<file path="config.mk">
export PLATFORM = sky130hd
export DESIGN_NAME = alu_bitslice
export DESIGN_NICKNAME = d
export VERILOG_FILES = /design/src/rtl/alu_pkg.sv /design/src/rtl/alu_ctrl.sv /design/src/rtl/alu_datapath.sv /design/src/rtl/alu_flags.sv /design/src/rtl/alu_bitslice.sv
export SDC_FILE = /design/constraint.sdc
export NUM_CORES = 1
export LEC_CHECK = 0
export BUFFER_PORTS_ARGS = -buffer_cell sky130_fd_sc_hd__clkbuf_2
export CAP_MARGIN = 20
export CORE_MARGIN = 3
export CORE_UTILIZATION = 56
export DETAILED_ROUTE_END_ITERATION = 8
export MAX_ROUTING_LAYER = met4
export PLACE_DENSITY = 0.87
export SETUP_SLACK_MARGIN = 0.2
export SLEW_MARGIN = 20
export SYNTH_ARGS = -nofsm -noshare
export SYNTH_HDL_FRONTEND = slang
export SYNTH_HIERARCHICAL = 1
export SYNTH_SLANG_ARGS = --single-unit
</file>
<file path="constraint.sdc">
create_clock -name vclk -period 37.5
set_input_delay 9.375 -clock vclk [all_inputs]
set_output_delay 9.375 -clock vclk [all_outputs]
set_load 0.05 [all_outputs]
</file>
<file path="src/rtl/alu_pkg.sv">
package alu_pkg;

  localparam logic [3:0] CODE_AND = 4'b0000;
  localparam logic [3:0] CODE_OR  = 4'b0001;
  localparam logic [3:0] CODE_ADD = 4'b0010;
  localparam logic [3:0] CODE_SUB = 4'b0110;
  localparam logic [3:0] CODE_SLT = 4'b0111;
  localparam logic [3:0] CODE_NOR = 4'b1100;

  localparam logic [1:0] SEL_AND  = 2'b00;
  localparam logic [1:0] SEL_OR   = 2'b01;
  localparam logic [1:0] SEL_SUM  = 2'b10;
  localparam logic [1:0] SEL_LESS = 2'b11;

  typedef struct packed {
    logic       aInv;
    logic       bInv;
    logic [1:0] outSel;
    logic       arith;
    logic       kill;
  } alu_strobe_t;

endpackage

</file>
<file path="src/rtl/alu_ctrl.sv">
module alu_ctrl
  import alu_pkg::*;
(
  input  logic [3:0]  ctrlCode,
  output alu_strobe_t strobe
);

  always_comb begin
    strobe.aInv   = ctrlCode[3];
    strobe.bInv   = ctrlCode[2];
    strobe.outSel = ctrlCode[1:0];
    strobe.arith  = 1'b0;
    strobe.kill   = 1'b0;
    case (ctrlCode)
      CODE_AND, CODE_OR, CODE_SLT, CODE_NOR: ;
      CODE_ADD, CODE_SUB: strobe.arith = 1'b1;
      default: begin
        strobe.aInv   = 1'b0;
        strobe.bInv   = 1'b0;
        strobe.outSel = SEL_AND;
        strobe.kill   = 1'b1;
      end
    endcase
  end

endmodule

</file>
<file path="src/rtl/alu_datapath.sv">
module alu_datapath
  import alu_pkg::*;
#(
  parameter int WIDTH = 32
) (
  input  logic [WIDTH-1:0] a,
  input  logic [WIDTH-1:0] b,
  input  alu_strobe_t      strobe,
  output logic [WIDTH-1:0] result,
  output logic             ovRaw,
  output logic             coutRaw
);

  localparam int MSB = WIDTH - 1;

  logic [WIDTH-1:0] opA;
  logic [WIDTH-1:0] opB;
  logic [WIDTH-1:0] andBits;
  logic [WIDTH-1:0] orBits;
  logic [WIDTH-1:0] sumBits;
  logic [WIDTH:0]   carryChain;
  logic             lessBit;

  // cell-wise operand conditioning and logic terms
  assign opA     = a ^ {WIDTH{strobe.aInv}};
  assign opB     = b ^ {WIDTH{strobe.bInv}};
  assign andBits = opA & opB;
  assign orBits  = opA | opB;

  // ripple chain, evaluated cell by cell in one process
  always_comb begin
    carryChain    = '0;
    carryChain[0] = strobe.bInv;
    for (int i = 0; i < WIDTH; i++) begin
      sumBits[i]      = opA[i] ^ opB[i] ^ carryChain[i];
      carryChain[i+1] = (opA[i] & opB[i]) | (carryChain[i] & (opA[i] ^ opB[i]));
    end
  end

  assign coutRaw = carryChain[WIDTH];
  assign ovRaw   = (opA[MSB] == opB[MSB]) && (sumBits[MSB] != opA[MSB]);
  assign lessBit = sumBits[MSB] ^ ovRaw;

  // per-cell output selector
  always_comb begin
    for (int i = 0; i < WIDTH; i++) begin
      case (strobe.outSel)
        SEL_AND:  result[i] = andBits[i];
        SEL_OR:   result[i] = orBits[i];
        SEL_SUM:  result[i] = sumBits[i];
        default:  result[i] = (i == 0) ? lessBit : 1'b0;
      endcase
    end
    if (strobe.kill) result = '0;
  end

endmodule

</file>
<file path="src/rtl/alu_flags.sv">
module alu_flags #(
  parameter int WIDTH = 32
) (
  input  logic [WIDTH-1:0] result,
  input  logic             ovRaw,
  input  logic             coutRaw,
  input  logic             arith,
  output logic             zero,
  output logic             overflow,
  output logic             carryOut
);

  assign zero     = (result == '0);
  assign overflow = arith & ovRaw;
  assign carryOut = arith & coutRaw;

endmodule

</file>
<file path="src/rtl/alu_bitslice.sv">
module alu_bitslice
  import alu_pkg::*;
#(
  parameter int WIDTH = 32
) (
  input  logic [WIDTH-1:0] a,
  input  logic [WIDTH-1:0] b,
  input  logic [3:0]       ctrlCode,
  output logic [WIDTH-1:0] result,
  output logic             zero,
  output logic             overflow,
  output logic             carryOut
);

  alu_strobe_t strobe;
  logic        ovRaw;
  logic        coutRaw;

  alu_ctrl u_ctrl (
    .ctrlCode (ctrlCode),
    .strobe   (strobe)
  );

  alu_datapath #(.WIDTH(WIDTH)) u_dp (
    .a       (a),
    .b       (b),
    .strobe  (strobe),
    .result  (result),
    .ovRaw   (ovRaw),
    .coutRaw (coutRaw)
  );

  alu_flags #(.WIDTH(WIDTH)) u_flags (
    .result   (result),
    .ovRaw    (ovRaw),
    .coutRaw  (coutRaw),
    .arith    (strobe.arith),
    .zero     (zero),
    .overflow (overflow),
    .carryOut (carryOut)
  );

endmodule

</file>
==> impl_metrics.yaml <==
global_routing:
  first_global_vias: 3272
  global_route.overflow_total: 0
  groute.usage.overall: 0.2335
  largest_net_degree_at_the_start_of_global_routing: 61
  grt_antenna_before_repair: 0
  grt_pass1_wl_mm: 14.16
placed_design:
  place.detailed.hpwl_mm: 6.649
  port_buffers: 103
  cell_area_reported_after_detailed_placement_um2: 4109
  place.gp.congestion: 0.8883
power:
  switching_power_of_the_nets_uw: 44.73
  p_leak_nw: 2.555
  peakVddDrop_mv: 0.01160
  power_frac_comb: 1.000
  netSwitchingFraction: 0.6086
  share_seq_of_total_power: 0
  finalPower_uw: 73.49
  power_report.internal_total_uw: 28.76
  power-per-cell-area_nw_per_um2: 17.89
  power_frac_clock: 0
floorplanning:
  die_h_um: 85.94
  floorplan.core_area_um2: 6061
  total_die_area_um2: 7385
  fp-row-count: 28
  io-pin-count: 103
  die_width_um: 85.94
  floorplan.initialDensity: 0.5904
final_layout:
  nNetsFinal: 687
  area.growth.synth_to_final_pct: 14.83
  final_util: 0.6780
  layout.cells.most_common_list: "103 x sky130_fd_sc_hd__clkbuf_2, 70 x sky130_fd_sc_hd__inv_1, 64 x sky130_fd_sc_hd__ha_1, 61 x sky130_fd_sc_hd__xor2_1, 54 x sky130_fd_sc_hd__nand2b_1"
  most_common_cell_after_layout_fill_and_taps_aside: "sky130_fd_sc_hd__clkbuf_2"
  storage_element_area_um2: 0
  nClkBuffers: 0
  n_sequential_cell: 0
  num_antenna_cells: 0
  layout.cell_area.non_filler_um2: 4109
  final_layout_size_suffix_gt1_frac: 0.2222
setup_path:
  most_numerous_cell_on_the_critical_path: "sky130_fd_sc_hd__fa_1"
  critical_path.startpoint_type: "input pin"
  crit_path_end: "zero"
  crit_path_max_fanout: 34
  critPathSlowestCell: "sky130_fd_sc_hd__buf_4"
  worst_ep_required_time_ps: 28120
  worstSetupStartpoint: "ctrlCode[1]"
  worst-endpoint-arrival_ps: 25110
  worst_setup_path_end_kind: "output pin"
  cp_class: "input pin to output pin"
  worst_path_largest_cell_delay_ps: 480
route:
  remaining_drc_errors: 0
  firstDrtPassIters: 4
  via_count: 3077
  dr.first_iter.drc_count: 126
  detail-route-antenna-nets: 0
  route.detailed.vias_per_inst: 5.154
  route.detailed.wl_per_inst_um: 13.87
  postRouteWirelength_mm: 8.278
sta:
  final-setup-viol-count: 0
  layout_min_cycle_time_ps: 34490
  tns_ps: 0
  fin_hold_viols: 0
  grt_setup_unrepaired: "false"
  finalHoldWorstSlack_ps: 19330
  timing.final.crit_share: 0.9197
  tightestPinTransition_ps: 559.7
  timing_max_transition_violations_final: 0
  max_slew_margin: 0.6269
  fmax_ghz: 0.02900
logic_synthesis:
  syn_nets: 601
  avgSynthCellArea_um2: 8.170
  yosys_warnings: 6
  synth_cell_type_count: 34
  yosysSeqAreaShare: 0
  post_synth_inst_count: 438
  synth.cell_area_um2: 3578
flow_run:
  drv.max_cap_violation_count: 0
cts:
  cts.repair.resized: 0
  cts_hold_repair.buffers: 0
  postCtsSetupBuffers: 0
status:
  status: "finished clean"
hold_path:
  hold_class: "input pin to output pin"
  worstHoldStart: "ctrlCode[0]"
  hold_path_depth: 4
## cells in the mapped netlist (all sizes together), types with 2 or more instances
cell type,number,area [um^2]
nand4,2,12.51
fa,31,620.6
nor2,36,135.1
nor2b,3,18.77
nor4,8,56.30
a21oi,29,145.1
buf,17,118.9
and2,3,18.77
o22a,5,43.79
xor2,61,534.3
mux2i,5,50.05
clkbuf,7,26.28
o21ba,26,260.3
ha,64,800.8
nand2b,55,351.6
inv,70,262.8
xnor2,5,43.79
## worst max-delay path: cells and delay by family
family / cells / cell delay [ps]
adder cells (fa/ha/maj): 31 / 12630
buffers and inverters: 7 / 1200
AND/OR/NAND/NOR: 5 / 1100
XOR/XNOR: 1 / 330
AO/OA/AOI/OAI: 2 / 310
multiplexers: 1 / 150
## power by group through the flow
stage	Clock, mW	Combinational, mW	Sequential, mW
floorplan	0	0.0552	0
global placement	0	0.0699	0
detailed placement	0	0.0735	0
CTS	0	0.0738	0
global route	0	0.0819	0
finish	0	0.0735	0
## cells by family (layout without fill, tap and decap cells)
group	count (synthesis)	in the layout	synth area share
compound gates	64	64	0.1332
xor+xnor	66	66	0.1615
fa+ha+maj	95	95	0.3972
buf+inv	94	178	0.1140
mux	5	5	0.01399
simple gates	114	114	0.1801
## layout make-up
cell class | instances | area, um^2
multi-input combinational | 344 | 3199
fill | 506 | 1952
timing repair buffer | 108 | 553.0
inverter | 70 | 262.8
tap | 75 | 93.84
## metal layers
layer  GRT usage  vias to the layer above  wire length (um)
met5           -                        -                 0
met4     0.05324                        0               148
met3     0.02017                       14               525
met2      0.4317                      101              4277
met1      0.2717                     1457              3327
li1            -                     1505                 -
## worst min path at each step
| stage | endpoint | slack (ps) |
|---|---|---|
| 2_1_floorplan | carryOut | 19070 |
| 3_3_place_gp | carryOut | 19320 |
| 3_5_place_dp | carryOut | 19340 |
| 4_1_cts | carryOut | 19340 |
| 5_1_grt | carryOut | 19360 |
| 6_report | carryOut | 19330 |
## stage by stage
| step | cells | setup WS, ps |
|---|---|---|
| 4_1_cts | 597 | 3074 |
| 5_1_grt | 597 | 2443 |
| 2_1_floorplan | 438 | 3790 |
| 3_5_place_dp | 597 | 3135 |
| 6_report | 597 | 3012 |
| 3_3_place_gp | 597 | 3510 |
Note: power is estimated with default switching activity, not from simulation.
